File: src/rtl/lane_pair_pkg.sv
package lane_pair_pkg;
    parameter int DATA_W      = 8;
    parameter int ADDR_W      = 10;
    parameter int NUM_LANES   = 2;
    parameter int ISSUE_GAP   = 2;
    localparam int LANE_CYCLES = ISSUE_GAP * NUM_LANES;
    localparam int LATENCY     = ISSUE_GAP + LANE_CYCLES;
    localparam int SAMPLES     = 5;
    localparam int CNT_W       = $clog2(LANE_CYCLES + 1);
    localparam int LANE_W      = $clog2(NUM_LANES);

    typedef struct packed {
        logic [DATA_W-1:0] hi2;
        logic [DATA_W-1:0] hi1;
        logic [DATA_W-1:0] mid;
        logic [DATA_W-1:0] lo1;
        logic [DATA_W-1:0] lo2;
        logic [ADDR_W-1:0] base;
    } pkt_t;

    typedef struct packed {
        logic              vld;
        logic [LANE_W-1:0] lane;
        pkt_t              pkt;
    } issue_t;

    // index of the largest sample, lowest index on ties
    function automatic logic [2:0] peak_slot(pkt_t p);
        logic [DATA_W-1:0] s [SAMPLES];
        logic [DATA_W-1:0] best;
        logic [2:0]        idx;
        s[0] = p.lo2;
        s[1] = p.lo1;
        s[2] = p.mid;
        s[3] = p.hi1;
        s[4] = p.hi2;
        best = s[0];
        idx  = 3'd0;
        for (int i = 1; i < SAMPLES; i++) begin
            if (s[i] > best) begin
                best = s[i];
                idx  = 3'(i);
            end
        end
        return idx;
    endfunction

    function automatic logic [ADDR_W-1:0] lane_result(pkt_t p);
        logic [2:0]        off;
        logic [ADDR_W-1:0] off_ext;
        off     = peak_slot(p) - 3'd2;
        off_ext = {{(ADDR_W-3){off[2]}}, off};
        return p.base + off_ext;
    endfunction
endpackage

File: src/rtl/lane_dispatch.sv
module lane_dispatch
    import lane_pair_pkg::*;
(
    input  logic   clk,
    input  logic   rst,
    input  logic   in_valid,
    input  pkt_t   in_pkt,
    output issue_t issue
);
    logic              slot_odd;
    logic [LANE_W-1:0] next_lane;

    always_ff @(posedge clk) begin
        if (rst) begin
            slot_odd  <= 1'b0;
            next_lane <= '0;
            issue     <= '0;
        end else begin
            slot_odd  <= ~slot_odd;
            issue.vld <= 1'b0;
            if (!slot_odd && in_valid) begin
                issue.vld  <= 1'b1;
                issue.lane <= next_lane;
                issue.pkt  <= in_pkt;
                next_lane  <= next_lane + 1'b1;
            end
        end
    end

    AST_ACCEPT_GAP: assert property (@(posedge clk) disable iff (rst) issue.vld |=> !issue.vld) else $error("accept in consecutive cycles");
endmodule

File: src/rtl/compute_lane.sv
module compute_lane
    import lane_pair_pkg::*;
(
    input  logic              clk,
    input  logic              rst,
    input  logic              start,
    input  pkt_t              pkt,
    output logic              res_valid,
    output logic [ADDR_W-1:0] res_addr
);
    logic [CNT_W-1:0] remain;
    pkt_t             held;

    always_ff @(posedge clk) begin
        if (rst) begin
            remain    <= '0;
            held      <= '0;
            res_valid <= 1'b0;
            res_addr  <= '0;
        end else begin
            res_valid <= 1'b0;
            if (remain == CNT_W'(1)) begin
                res_addr  <= lane_result(held);
                res_valid <= 1'b1;
            end
            if (start) begin
                held   <= pkt;
                remain <= CNT_W'(LANE_CYCLES);
            end else if (remain != '0) begin
                remain <= remain - 1'b1;
            end
        end
    end

    AST_LANE_IDLE: assert property (@(posedge clk) disable iff (rst) start |-> (remain <= CNT_W'(1))) else $error("lane restarted while busy");
    AST_RESULT_SPACING: assert property (@(posedge clk) disable iff (rst) res_valid |=> !res_valid) else $error("lane result too close");
endmodule

File: src/rtl/result_collect.sv
module result_collect
    import lane_pair_pkg::*;
(
    input  logic              clk,
    input  logic              rst,
    input  logic [NUM_LANES-1:0]           res_valid,
    input  logic [NUM_LANES-1:0][ADDR_W-1:0] res_addr,
    output logic              out_valid,
    output logic [ADDR_W-1:0] out_addr
);
    logic [LANE_W-1:0] take;

    always_ff @(posedge clk) begin
        if (rst) begin
            take      <= '0;
            out_valid <= 1'b0;
            out_addr  <= '0;
        end else begin
            out_valid <= 1'b0;
            if (res_valid[take]) begin
                out_valid <= 1'b1;
                out_addr  <= res_addr[take];
                take      <= take + 1'b1;
            end
        end
    end

    for (genvar g = 0; g < NUM_LANES; g++) begin : g_turn
        AST_TAKE_IN_TURN: assert property (@(posedge clk) disable iff (rst) res_valid[g] |-> (take == LANE_W'(g))) else $error("lane result out of turn");
    end
endmodule

File: src/rtl/pingpong_lane_pair.sv
module pingpong_lane_pair
    import lane_pair_pkg::*;
(
    input  logic              clk,
    input  logic              rst,
    input  logic              in_valid,
    input  logic [DATA_W-1:0] in_hi2,
    input  logic [DATA_W-1:0] in_hi1,
    input  logic [DATA_W-1:0] in_mid,
    input  logic [DATA_W-1:0] in_lo1,
    input  logic [DATA_W-1:0] in_lo2,
    input  logic [ADDR_W-1:0] in_base,
    output logic              out_valid,
    output logic [ADDR_W-1:0] out_addr
);
    pkt_t   in_pkt;
    issue_t issue;
    logic [NUM_LANES-1:0]             start;
    logic [NUM_LANES-1:0]             res_valid;
    logic [NUM_LANES-1:0][ADDR_W-1:0] res_addr;

    always_comb begin
        in_pkt.hi2  = in_hi2;
        in_pkt.hi1  = in_hi1;
        in_pkt.mid  = in_mid;
        in_pkt.lo1  = in_lo1;
        in_pkt.lo2  = in_lo2;
        in_pkt.base = in_base;
    end

    lane_dispatch u_dispatch (
        .clk      (clk),
        .rst      (rst),
        .in_valid (in_valid),
        .in_pkt   (in_pkt),
        .issue    (issue)
    );

    for (genvar g = 0; g < NUM_LANES; g++) begin : g_lane
        assign start[g] = issue.vld && (issue.lane == LANE_W'(g));
        compute_lane u_lane (
            .clk       (clk),
            .rst       (rst),
            .start     (start[g]),
            .pkt       (issue.pkt),
            .res_valid (res_valid[g]),
            .res_addr  (res_addr[g])
        );
    end

    result_collect u_collect (
        .clk       (clk),
        .rst       (rst),
        .res_valid (res_valid),
        .res_addr  (res_addr),
        .out_valid (out_valid),
        .out_addr  (out_addr)
    );

    AST_SINGLE_START: assert property (@(posedge clk) disable iff (rst) $onehot0(start)) else $error("two lanes started");
    AST_FIXED_LATENCY: assert property (@(posedge clk) disable iff (rst) out_valid |-> $past(issue.vld, LATENCY)) else $error("output without accept");
endmodule

File: config.mk
export PLATFORM = sky130hd
export DESIGN_NAME = pingpong_lane_pair
export DESIGN_NICKNAME = d
export VERILOG_FILES = /design/src/rtl/lane_pair_pkg.sv /design/src/rtl/lane_dispatch.sv /design/src/rtl/compute_lane.sv /design/src/rtl/result_collect.sv /design/src/rtl/pingpong_lane_pair.sv
export SDC_FILE = /design/constraint.sdc
export NUM_CORES = 1
export LEC_CHECK = 0
export ABC_AREA = 1
export BUFFER_PORTS_ARGS = -buffer_cell sky130_fd_sc_hd__buf_2
export CAP_MARGIN = 40
export CELL_PAD_IN_SITES_DETAIL_PLACEMENT = 0
export CELL_PAD_IN_SITES_GLOBAL_PLACEMENT = 1
export CORE_AREA = 2 2 169 171
export DETAILED_ROUTE_END_ITERATION = 8
export DIE_AREA = 0 0 171 173
export PLACE_DENSITY_LB_ADDON = 0.1
export SLEW_MARGIN = 20
export SYNTH_ARGS = -nofsm -noshare
export SYNTH_HDL_FRONTEND = slang
export SYNTH_SLANG_ARGS = --single-unit
File: constraint.sdc
create_clock -name clk -period 7.8 [get_ports clk]
set_input_delay 0.78 -clock clk [delete_from_list [all_inputs] [get_ports clk]]
set_output_delay 0.78 -clock clk [all_outputs]
set_load 0.02 [all_outputs]
==> results of run 1 <==
## how the worst max path moves through the flow
stage	startpoint	end	depth (start not counted)
3_3_place_gp	g_lane[1].u_lane.held[11]$_SDFFE_PP0P_	g_lane[1].u_lane.res_addr[8]$_SDFFE_PP0P_	45
4_1_cts	g_lane[1].u_lane.held[17]$_SDFFE_PP0P_	g_lane[1].u_lane.res_addr[8]$_SDFFE_PP0P_	46
3_5_place_dp	g_lane[1].u_lane.held[17]$_SDFFE_PP0P_	g_lane[1].u_lane.res_addr[8]$_SDFFE_PP0P_	45
2_1_floorplan	g_lane[0].u_lane.held[17]$_SDFFE_PP0P_	g_lane[0].u_lane.res_addr[8]$_SDFFE_PP0P_	49
5_1_grt	g_lane[0].u_lane.held[17]$_SDFFE_PP0P_	g_lane[0].u_lane.res_addr[8]$_SDFFE_PP0P_	47
6_report	g_lane[1].u_lane.held[15]$_SDFFE_PP0P_	g_lane[1].u_lane.res_addr[8]$_SDFFE_PP0P_	48
## final cells by class
cell class	count	area, um2
Timing Repair Buffer	78	468
Fill cell	2998	16700
Clock inverter	12	149
Tap cell	378	473
Multi-Input combinational cell	919	5080
Antenna cell	2	5.00
Sequential cell	194	3880
Clock buffer	18	429
Inverter	111	418
## cell usage after synthesis
library cell,number
sky130_fd_sc_hd__a22oi_1,6
sky130_fd_sc_hd__xnor2_1,2
sky130_fd_sc_hd__nand3_2,2
sky130_fd_sc_hd__buf_6,4
sky130_fd_sc_hd__nor3_1,2
sky130_fd_sc_hd__a32oi_1,1
sky130_fd_sc_hd__a21o_1,2
sky130_fd_sc_hd__clkbuf_1,53
sky130_fd_sc_hd__xor2_1,12
sky130_fd_sc_hd__o21ai_2,31
sky130_fd_sc_hd__o31ai_1,2
sky130_fd_sc_hd__nor2_2,2
sky130_fd_sc_hd__fa_1,2
sky130_fd_sc_hd__inv_1,105
sky130_fd_sc_hd__dfxtp_1,194
sky130_fd_sc_hd__nand2_2,8
sky130_fd_sc_hd__nand3_1,20
sky130_fd_sc_hd__a211oi_1,6
sky130_fd_sc_hd__ha_1,86
sky130_fd_sc_hd__a21oi_1,111
sky130_fd_sc_hd__nor2_1,262
sky130_fd_sc_hd__nand4_2,2
sky130_fd_sc_hd__clkinv_1,4
sky130_fd_sc_hd__nand2_1,167
sky130_fd_sc_hd__and3_1,2
sky130_fd_sc_hd__o2111ai_1,2
sky130_fd_sc_hd__o221ai_1,2
sky130_fd_sc_hd__a31oi_1,12
sky130_fd_sc_hd__inv_2,2
sky130_fd_sc_hd__buf_2,4
sky130_fd_sc_hd__or2_2,1
sky130_fd_sc_hd__o21ai_0,163
sky130_fd_sc_hd__o211ai_1,2
sky130_fd_sc_hd__nand4_1,7
sky130_fd_sc_hd__o21bai_1,2
## worst reg2reg max path, delay by kind of cell, from the launching register on
kind / cells / cell delay, ns
AO/OA/AOI/OAI: 15 / 2.22
adder cells (fa/ha/maj): 5 / 1.59
buffers and inverters: 7 / 0.74
flip-flops: 1 / 0.31
AND/OR/NAND/NOR: 21 / 1.98
## registers in the layout, summed over array words and instances, names as in the netlist
signal                   count
u_dispatch.issue            52
g_lane.u_lane.held         100
u_collect.out_addr          10
g_lane.u_lane.remain         6
u_collect.out_valid          1
u_dispatch.next_lane         1
u_dispatch.slot_odd          1
g_lane.u_lane.res_valid      2
g_lane.u_lane.res_addr      20
u_collect.take               1
## repair_timing
item | 4_1_cts | 5_1_grt
endpoints found under the setup margin | 0 | 8
setup buffers | 0 | 3
hold buffers | 0 | 0
gates resized for setup | 0 | 6
## report_power, final
part | total [mW] | switching (mW) | internal (mW) | leakage [nW]
combinational | 1.83 | 1.16 | 0.673 | 3.14
clock | 0.891 | 0.412 | 0.479 | 0.280
sequential | 1.19 | 0.0859 | 1.11 | 1.59
total | 3.92 | 1.66 | 2.26 | 5.01
## stage by stage
stage / cells / cell area (um2) / power (mW)
after floorplan: 1285 / 9610 / 2.62
after global placement: 1675 / 10200 / 3.02
after detailed placement: 1676 / 10200 / 3.02
after CTS: 1706 / 10800 / 3.93
after global routing: 1712 / 10900 / 4.30
final: 1712 / 10900 / 3.92
## routing by layer
metal | GRT usage (%) | vias to the layer above | routed length [um]
met5 | 0 | - | 0
met4 | 4.06 | 0 | 289
met1 | 29.8 | 3696 | 14800
met2 | 26.5 | 94 | 11300
met3 | 2.52 | 12 | 614
li1 | - | 4320 | -
## cell families (layout without fill, tap and decap cells)
kind of cell / after synthesis / after routing / synth area share (%)
other: 0 / 2 / 0
AND/OR/NAND/NOR: 475 / 475 / 19.7
flip-flops: 194 / 194 / 40.4
adder cells (fa/ha/maj): 88 / 88 / 11.6
AO/OA/AOI/OAI: 342 / 342 / 19.9
XOR/XNOR: 14 / 14 / 1.28
buffers and inverters: 172 / 219 / 7.09
==> load_flow_metrics.sql, run 1 <==
INSERT INTO impl_metrics (metric_group, metric, value, unit) VALUES
('timing', 'report.final.setup_viol', '0', ''),
('die', 'die_w', '171', 'um'),
('critical_path', 'path_common_cell', 'sky130_fd_sc_hd__nand2_1', ''),
('critical_path', 'rr_worst_depth', '48', ''),
('synthesis', 'synth.distinct_cells', '35', ''),
('timing', 'finalMaxSlewViolations', '0', ''),
('critical_path', 'count_of_buffer_and_inverter_cells_on_the_critical_path', '7', ''),
('route', 'drtPass1Iterations', '5', ''),
('synthesis', 'share_of_the_synthesized_area_in_the_top_cell_type', '40.4', '%'),
('synthesis', 'syn_inst', '1285', ''),
('route', 'detail_route.drc_violations', '0', ''),
('run_status', 'status', 'finished clean', ''),
('final_layout', 'mostFrequentLayoutCell', 'sky130_fd_sc_hd__nor2_1', ''),
('global_routing', 'globalRouteOverflowTotal', '0', ''),
('route', 'post_drt_wl_per_cell', '15.8', 'um'),
('power_and_ir_drop', 'power.density_cell_area', '359', 'nW/um2'),
('die', 'io_pins', '64', ''),
('power_and_ir_drop', 'ir_drop', '0.141', 'mV'),
('timing', 'timing.max_slew.rel_slack', '51.3', '%'),
('die', 'std_cell_rows', '61', ''),
('timing', 'timing.final.ws_setup', '0.854', 'ns'),
('global_routing', 'first_global_vias', '7601', ''),
('worst_hold_path', 'min_delay_worst_endpoint', 'u_dispatch.slot_odd$_SDFF_PP0_', ''),
('place', 'numPortBuffers', '63', ''),
('power_and_ir_drop', 'p_leak', '5.01', 'nW'),
('critical_path', 'worst_r2r_setup_slack', '0.85', 'ns'),
('final_layout', 'areaGrowthSynthToFinish', '13.5', '%'),
('route', 'detailroute.via_count', '8122', ''),
('global_routing', 'grt_total_usage', '18.8', '%'),
('timing', 'finalWorstPathRequiredPeriod', '6.95', 'ns'),
('clock_network', 'tritoncts', 'done', ''),
('clock_network', 'cts_made_buffers', '17', ''),
('synthesis', 'part_of_the_yosys_area_used_for_sequential_elements', '40.4', '%'),
('die', 'die-height', '173', 'um'),
('synthesis', 'total_of_flip_flops_plus_latches_after_synthesis', '194', ''),
('route', 'antenna_violating_nets_post_route', '0', ''),
('timing', 'fin_setup_tns', '0', 'ns'),
('die', 'design.core.area', '27600', 'um2'),
('die', 'initial_core_util', '34.8', '%'),
('critical_path', 'cp_top_delay_family', 'compound AO/OA/AOI/OAI gates', ''),
('timing', 'actual_transition_at_the_worst_max_transition_pin', '0.729', 'ns'),
('critical_path', 'worstPathArrival', '7.27', 'ns'),
('timing', 'endpoints_failing_hold', '0', ''),
('synthesis', 'ys.warnings.count', '0', ''),
('final_layout', 'drive_gt1_share', '12.0', '%'),
('critical_path', 'critical_path.reg2reg.startpoint', 'g_lane[1].u_lane.held[15]$_SDFFE_PP0P_', ''),
('place', 'post-dp-hpwl', '19800', 'um'),
('route', 'viasPerCell', '4.74', ''),
('place', 'globalplace.congestion', '0.799', ''),
('critical_path', 'crit_path_end_kind', 'flop', ''),
('synthesis', 'synthDominantAreaCellType', 'sky130_fd_sc_hd__dfxtp_1', ''),
('timing', 'fin_skew', '0.0156', 'ns'),
('critical_path', 'worst_path_max_delay_cell', 'sky130_fd_sc_hd__ha_1', ''),
('final_layout', 'nets', '1462', ''),
('critical_path', 'worstPathMaxFanout', '20', ''),
('global_routing', 'grt_antenna_before_repair', '2', ''),
('route', 'dr.first_iter.drc_count', '573', ''),
('synthesis', 'netlist_top_cells_area', 'sky130_fd_sc_hd__dfxtp_1 40%, sky130_fd_sc_hd__ha_1 11%, sky130_fd_sc_hd__nor2_1 10%', ''),
('clock_network', 'clk_transition_reported_paths', '0.08', 'ns'),
('final_layout', 'final_cell_utilization_of_the_core', '39.5', '%'),
('clock_network', 'cts_sinks', '194', ''),
('worst_hold_path', 'worst_hold_path.num_cells', '1', ''),
('clock_network', 'clock_path_buffers', '2', ''),
('clock_network', 'count_of_h_tree_levels_built_during_cts', '4', ''),
('timing', 'minimum_hold_slack', '0.428', 'ns'),
('critical_path', 'critPathKind', 'flop to flop', ''),
('critical_path', 'startpoint_type', 'flop', ''),
('critical_path', 'cpPeakStageDelay', '0.36', 'ns'),
('critical_path', 'worst_ep_required_time', '8.13', 'ns'),
('global_routing', 'grt_first_pass_wirelength', '43200', 'um'),
('run', 'maxCapViolations', '0', '');
Power figures use the tool's default switching activity.
==> inputs of run 2 (changes only) <==
RECOVER_POWER = 50   (was not set)
==> load_flow_metrics.sql, run 2 (synthesis results as in run 1) <==
INSERT INTO impl_metrics (metric_group, metric, value, unit) VALUES
('run', 'maxCapViolations', '2', ''),
('clock_network', 'clockRootBuffer', 'sky130_fd_sc_hd__clkbuf_16', ''),
('route', 'detailroute.via_count', '8152', ''),
('final_layout', 'mostFrequentLayoutCell', 'sky130_fd_sc_hd__nor2_1', ''),
('die', 'initial_core_util', '34.8', '%'),
('route', 'antenna_violating_nets_post_route', '0', ''),
('global_routing', 'grt_first_pass_wirelength', '43200', 'um'),
('power_and_ir_drop', 'ir_drop', '0.141', 'mV'),
('die', 'design.core.area', '27600', 'um2'),
('timing', 'timing.max_slew.rel_slack', '-65.3', '%'),
('clock_network', 'count_of_h_tree_levels_built_during_cts', '4', ''),
('timing', 'finalWorstPathRequiredPeriod', '6.94', 'ns'),
('global_routing', 'globalRouteOverflowTotal', '0', ''),
('run_status', 'failed_checks', 'max-capacitance violations, max-slew violations', ''),
('timing', 'report.final.setup_viol', '0', ''),
('critical_path', 'cpPeakStageDelay', '0.36', 'ns'),
('worst_hold_path', 'worst_hold_path.num_cells', '1', ''),
('critical_path', 'critical_path.reg2reg.startpoint', 'g_lane[1].u_lane.held[15]$_SDFFE_PP0P_', ''),
('timing', 'finalMaxSlewViolations', '93', ''),
('final_layout', 'areaGrowthSynthToFinish', '13.2', '%'),
('final_layout', 'biggestRegsByFlops', 'g_lane.u_lane.held (100), u_dispatch.issue (52), g_lane.u_lane.res_addr (20)', ''),
('final_layout', 'layout_common_cells', '260 x sky130_fd_sc_hd__nor2_1, 194 x sky130_fd_sc_hd__dfxtp_1, 167 x sky130_fd_sc_hd__nand2_1, 160 x sky130_fd_sc_hd__o21ai_0, 111 x sky130_fd_sc_hd__a21oi_1', ''),
('die', 'std_cell_rows', '61', ''),
('die', 'die_w', '171', 'um'),
('timing', 'fin_setup_tns', '0', 'ns'),
('critical_path', 'worst_path_max_delay_cell', 'sky130_fd_sc_hd__ha_1', ''),
('critical_path', 'rr_worst_depth', '48', ''),
('critical_path', 'count_of_buffer_and_inverter_cells_on_the_critical_path', '7', ''),
('worst_hold_path', 'worst_hold_startpoint', 'u_dispatch.slot_odd$_SDFF_PP0_', ''),
('clock_network', 'clock_path_buffers', '2', ''),
('clock_network', 'cts_made_buffers', '17', ''),
('final_layout', 'drive_gt1_share', '10.9', '%'),
('worst_hold_path', 'worstHoldPathType', 'flop to flop', ''),
('route', 'routed_wl', '27000', 'um'),
('final_layout', 'nets', '1462', ''),
('timing', 'actual_transition_at_the_worst_max_transition_pin', '2.48', 'ns'),
('clock_network', 'cts_hold_fix_bufs', '0', ''),
('final_layout', 'seq_area', '3880', 'um2'),
('clock_network', 'cts_sinks', '194', ''),
('place', 'post-dp-hpwl', '19800', 'um'),
('critical_path', 'worstPathArrival', '7.27', 'ns'),
('power_and_ir_drop', 'power.density_cell_area', '360', 'nW/um2'),
('power_and_ir_drop', 'p_leak', '4.94', 'nW'),
('die', 'io_pins', '64', ''),
('global_routing', 'first_global_vias', '7601', ''),
('power_and_ir_drop', 'total_power_after_layout', '3.92', 'mW'),
('timing', 'endpoints_failing_hold', '0', ''),
('final_layout', 'footprint_of_the_multi_input_gates', '5080', 'um2'),
('critical_path', 'cp_top_delay_family', 'compound AO/OA/AOI/OAI gates', ''),
('timing', 'layout_worst_path_cycle_share', '89.0', '%'),
('place', 'numPortBuffers', '63', ''),
('place', 'globalplace.congestion', '0.799', ''),
('critical_path', 'worstPathMaxFanout', '20', ''),
('clock_network', 'tritoncts', 'done', ''),
('route', 'viasPerCell', '4.76', ''),
('critical_path', 'worst_ep_required_time', '8.13', 'ns'),
('worst_hold_path', 'min_delay_worst_endpoint', 'u_dispatch.slot_odd$_SDFF_PP0_', ''),
('critical_path', 'critPathKind', 'flop to flop', ''),
('route', 'detail_route.drc_violations', '0', ''),
('final_layout', 'final_cell_utilization_of_the_core', '39.4', '%'),
('critical_path', 'startpoint_type', 'flop', ''),
('final_layout', 'max_ffs_per_register', '100', ''),
('critical_path', 'path_common_cell', 'sky130_fd_sc_hd__nand2_1', ''),
('global_routing', 'grt_start_max_net_pins', '96', ''),
('global_routing', 'grt_total_usage', '18.8', '%'),
('critical_path', 'worst_r2r_setup_slack', '0.86', 'ns'),
('route', 'post_drt_wl_per_cell', '15.8', 'um'),
('final_layout', 'fin_area', '10900', 'um2'),
('place', 'place_area', '10200', 'um2'),
('critical_path', 'worstReg2RegEnd', 'g_lane[1].u_lane.res_addr[8]$_SDFFE_PP0P_', ''),
('timing', 'fin_skew', '0.0167', 'ns'),
('route', 'dr.first_iter.drc_count', '544', ''),
('timing', 'fmax', '144', 'MHz'),
('critical_path', 'crit_path_end_kind', 'flop', ''),
('final_layout', 'largest-register', 'g_lane.u_lane.held', ''),
('clock_network', 'clk_transition_reported_paths', '0.08', 'ns'),
('die', 'die-height', '173', 'um'),
('global_routing', 'grt_antenna_before_repair', '2', ''),
('timing', 'minimum_hold_slack', '0.428', 'ns'),
('die', 'die_area', '29600', 'um2'),
('run_status', 'status', 'finished with violations', ''),
('route', 'drtPass1Iterations', '5', ''),
('final_layout', 'final.fill_count', '3002', ''),
('clock_network', 'clock_insertion_delay_worst_skew', '0.43', 'ns');
[run 2: layout make-up]
| cell class | count | share of cell area [%] |
|---|---|---|
| multi-input combinational | 919 | 46.7 |
| sequential | 194 | 35.7 |
| tap | 378 | 4.35 |
| timing repair buffer | 78 | 4.06 |
| clock buffer | 18 | 3.95 |
| inverter | 111 | 3.84 |
| clock inverter | 12 | 1.37 |
| antenna | 2 | 0.0460 |
[run 2: power breakdown]
part / total, mW / switching [mW] / leakage (nW) / internal [mW]
clock: 0.893 / 0.414 / 0.280 / 0.479
combinational: 1.83 / 1.16 / 3.07 / 0.670
sequential: 1.19 / 0.0860 / 1.59 / 1.11
total: 3.92 / 1.66 / 4.94 / 2.26
[run 2: worst max-delay path by stage]
stage,startpoint,endpoint,slack [ns],depth (start not counted)
2_1_floorplan,g_lane[0].u_lane.held[17]$_SDFFE_PP0P_,g_lane[0].u_lane.res_addr[8]$_SDFFE_PP0P_,1.65,49
3_3_place_gp,g_lane[1].u_lane.held[11]$_SDFFE_PP0P_,g_lane[1].u_lane.res_addr[8]$_SDFFE_PP0P_,0.53,45
3_5_place_dp,g_lane[1].u_lane.held[17]$_SDFFE_PP0P_,g_lane[1].u_lane.res_addr[8]$_SDFFE_PP0P_,0.50,45
4_1_cts,g_lane[1].u_lane.held[17]$_SDFFE_PP0P_,g_lane[1].u_lane.res_addr[8]$_SDFFE_PP0P_,0.46,46
5_1_grt,g_lane[0].u_lane.held[17]$_SDFFE_PP0P_,g_lane[0].u_lane.res_addr[8]$_SDFFE_PP0P_,-0.002,47
6_report,g_lane[1].u_lane.held[15]$_SDFFE_PP0P_,g_lane[1].u_lane.res_addr[8]$_SDFFE_PP0P_,0.86,48
[run 2: per-layer routing]
layer	vias up	share of wire [%]	global-route usage (%)
met4	0	1.1	4.06
met2	95	42	26.5
met5	-	0	0
met1	3724	55	29.8
li1	4321	-	-
met3	12	2.3	2.52
[run 2: repair_timing]
| item | in CTS | in global routing |
|---|---|---|
| buffers inserted | 0 | 3 |
| gates resized for setup | 0 | 6 |
| setup endpoints to repair | 0 | 8 |
| endpoints found under the hold margin | 0 | 0 |
[run 2: per-stage QoR]
step / std cells / setup WS [ns]
2_1_floorplan: 1285 / 1.65
3_3_place_gp: 1675 / 0.525
3_5_place_dp: 1676 / 0.497
4_1_cts: 1706 / 0.460
5_1_grt: 1712 / -0.00168
6_report: 1712 / 0.857
==> inputs of run 3 (changes only) <==
REMOVE_ABC_BUFFERS = 1   (was not set)
==> load_flow_metrics.sql, run 3 (synthesis results as in run 1) <==
INSERT INTO impl_metrics (metric_group, metric, value, unit) VALUES
('run_status', 'status', 'finished with violations', ''),
('run_status', 'failed_checks', 'max-capacitance violations, max-slew violations', ''),
('global_routing', 'globalRouteOverflowTotal', '0', ''),
('die', 'std_cell_rows', '61', ''),
('clock_network', 'tritoncts', 'done', ''),
('die', 'die-height', '173', 'um'),
('final_layout', 'drive_gt1_share', '10.5', '%'),
('clock_network', 'cts.repair_timing.setup_buffer_count', '0', ''),
('place', 'numPortBuffers', '63', ''),
('final_layout', 'mostFrequentLayoutCell', 'sky130_fd_sc_hd__nor2_1', ''),
('place', 'post-dp-hpwl', '18800', 'um'),
('die', 'io_pins', '64', ''),
('clock_network', 'clockRootBuffer', 'sky130_fd_sc_hd__clkbuf_16', ''),
('route', 'antenna_violating_nets_post_route', '0', ''),
('timing', 'finalWorstPathRequiredPeriod', '6.94', 'ns'),
('route', 'dr.first_iter.drc_count', '467', ''),
('timing', 'endpoints_failing_hold', '0', ''),
('critical_path', 'crit_path_end_kind', 'flop', ''),
('critical_path', 'path_common_cell', 'sky130_fd_sc_hd__nand2_1', ''),
('timing', 'layout_worst_path_cycle_share', '88.9', '%'),
('critical_path', 'worstPathMaxFanout', '20', ''),
('critical_path', 'worst_ep_required_time', '8.12', 'ns'),
('timing', 'actual_transition_at_the_worst_max_transition_pin', '2.71', 'ns'),
('die', 'design.core.area', '27600', 'um2'),
('power_and_ir_drop', 'p_leak', '4.91', 'nW'),
('timing', 'finalMaxSlewViolations', '263', ''),
('die', 'initial_core_util', '34.8', '%'),
('global_routing', 'grt_total_usage', '18.3', '%'),
('route', 'drtPass1Iterations', '5', ''),
('timing', 'fin_skew', '0.0161', 'ns'),
('critical_path', 'worstPathArrival', '7.26', 'ns'),
('power_and_ir_drop', 'power.density_cell_area', '358', 'nW/um2'),
('final_layout', 'final_cell_utilization_of_the_core', '39.0', '%'),
('final_layout', 'insertedDiodeCount', '0', ''),
('clock_network', 'cts_hold_fix_bufs', '0', ''),
('critical_path', 'worst_path_max_delay_cell', 'sky130_fd_sc_hd__ha_1', ''),
('place', 'globalplace.congestion', '0.818', ''),
('final_layout', 'biggestRegsByFlops', 'g_lane.u_lane.held (100), u_dispatch.issue (52), g_lane.u_lane.res_addr (20)', ''),
('route', 'detailroute.via_count', '8078', ''),
('critical_path', 'cpPeakStageDelay', '0.32', 'ns'),
('timing', 'report.final.setup_viol', '0', ''),
('route', 'routed_wl', '26100', 'um'),
('final_layout', 'areaGrowthSynthToFinish', '12.3', '%'),
('critical_path', 'startpoint_type', 'flop', ''),
('final_layout', 'layout_common_cells', '260 x sky130_fd_sc_hd__nor2_1, 194 x sky130_fd_sc_hd__dfxtp_1, 167 x sky130_fd_sc_hd__nand2_1, 159 x sky130_fd_sc_hd__o21ai_0, 111 x sky130_fd_sc_hd__a21oi_1', ''),
('clock_network', 'count_of_h_tree_levels_built_during_cts', '4', ''),
('route', 'viasPerCell', '4.73', ''),
('global_routing', 'grt_antenna_before_repair', '0', ''),
('clock_network', 'cts_sinks', '194', ''),
('run', 'maxCapViolations', '5', ''),
('final_layout', 'max_ffs_per_register', '100', ''),
('timing', 'grt_setup_unrepaired', 'false', ''),
('clock_network', 'clk_transition_reported_paths', '0.08', 'ns'),
('clock_network', 'clock_path_buffers', '2', ''),
('global_routing', 'grt_first_pass_wirelength', '42500', 'um'),
('route', 'post_drt_wl_per_cell', '15.3', 'um'),
('global_routing', 'grt_start_max_net_pins', '80', ''),
('timing', 'fmax', '144', 'MHz'),
('timing', 'timing.max_slew.rel_slack', '-80.4', '%'),
('final_layout', 'nets', '1458', ''),
('clock_network', 'cts_made_buffers', '17', ''),
('global_routing', 'first_global_vias', '7766', ''),
('worst_hold_path', 'worstHoldPathType', 'flop to flop', ''),
('die', 'die_w', '171', 'um'),
('timing', 'minimum_hold_slack', '0.438', 'ns'),
('die', 'die_area', '29600', 'um2'),
('final_layout', 'largest-register', 'g_lane.u_lane.held', ''),
('critical_path', 'critPathKind', 'flop to flop', ''),
('timing', 'fin_setup_tns', '0', 'ns'),
('route', 'detail_route.drc_violations', '0', ''),
('power_and_ir_drop', 'ir_drop', '0.134', 'mV'),
('clock_network', 'clock_insertion_delay_worst_skew', '0.43', 'ns');
-- run 3: changes by cell type in the layout (fill, tap and decap cells not counted), sizes merged --
cell / previous run / this run
diode: 2 / 0
clkinv: 6 / 8
bufinv: 2 / 1
clkinvlp: 2 / 1
buf: 63 / 57
clkbuf: 33 / 37
-- run 3: layer usage --
metal | vias to the layer above | part of all wire (%) | global-route usage [%]
met5 | - | 0 | 0
met3 | 10 | 2.3 | 2.75
li1 | 4315 | - | -
met2 | 78 | 41 | 26.9
met1 | 3675 | 56 | 28.6
met4 | 0 | 0.55 | 2.51
-- run 3: repair_timing --
| item | 4_1_cts | 5_1_grt |
|---|---|---|
| endpoints found under the setup margin | 0 | 7 |
| resized for setup | 0 | 8 |
| endpoints found under the hold margin | 0 | 0 |
-- run 3: where the power goes --
group          switching, mW  internal (mW)
logic                   1.15          0.658
clock network          0.410          0.458
registers             0.0818           1.11
total                   1.64           2.22
-- run 3: final timing paths --
check	start	end	slack, ns	depth (start not counted)
max	g_lane[1].u_lane.held[11]$_SDFFE_PP0P_	g_lane[1].u_lane.res_addr[8]$_SDFFE_PP0P_	0.86	49
min	u_dispatch.slot_odd$_SDFF_PP0_	u_dispatch.slot_odd$_SDFF_PP0_	0.44	1
max reg2reg	g_lane[1].u_lane.held[11]$_SDFFE_PP0P_	g_lane[1].u_lane.res_addr[8]$_SDFFE_PP0P_	0.86	49
min reg2reg	u_dispatch.slot_odd$_SDFF_PP0_	u_dispatch.slot_odd$_SDFF_PP0_	0.44	1
-- run 3: critical path: cells and delay by family (launching register included) --
kind	cells	cell delay, ns
buffers and inverters	6	0.91
AND/OR/NAND/NOR	21	1.83
AO/OA/AOI/OAI	17	2.36
flip-flops	1	0.30
adder cells (fa/ha/maj)	5	1.41
-- run 3: metrics by stage --
stage	cell area, um2	setup slack (ns)	cells	power, mW
floorplan	9340	0.383	1224	2.57
global placement	10200	0.464	1676	3.01
detailed placement	10200	0.383	1676	3.01
CTS	10800	0.358	1708	3.89
global route	10800	0.0655	1708	4.23
finish	10800	0.865	1708	3.87
-- run 3: final cells by class --
| type | count | area (um2) |
|---|---|---|
| fillers | 3022 | 16800 |
| repair buffers | 74 | 364 |
| well taps | 378 | 473 |
| flip-flops and latches | 194 | 3880 |
| multi-input cells | 919 | 5080 |
| clock buffers | 20 | 447 |
| clock inverters | 12 | 121 |
| inverters | 111 | 418 |
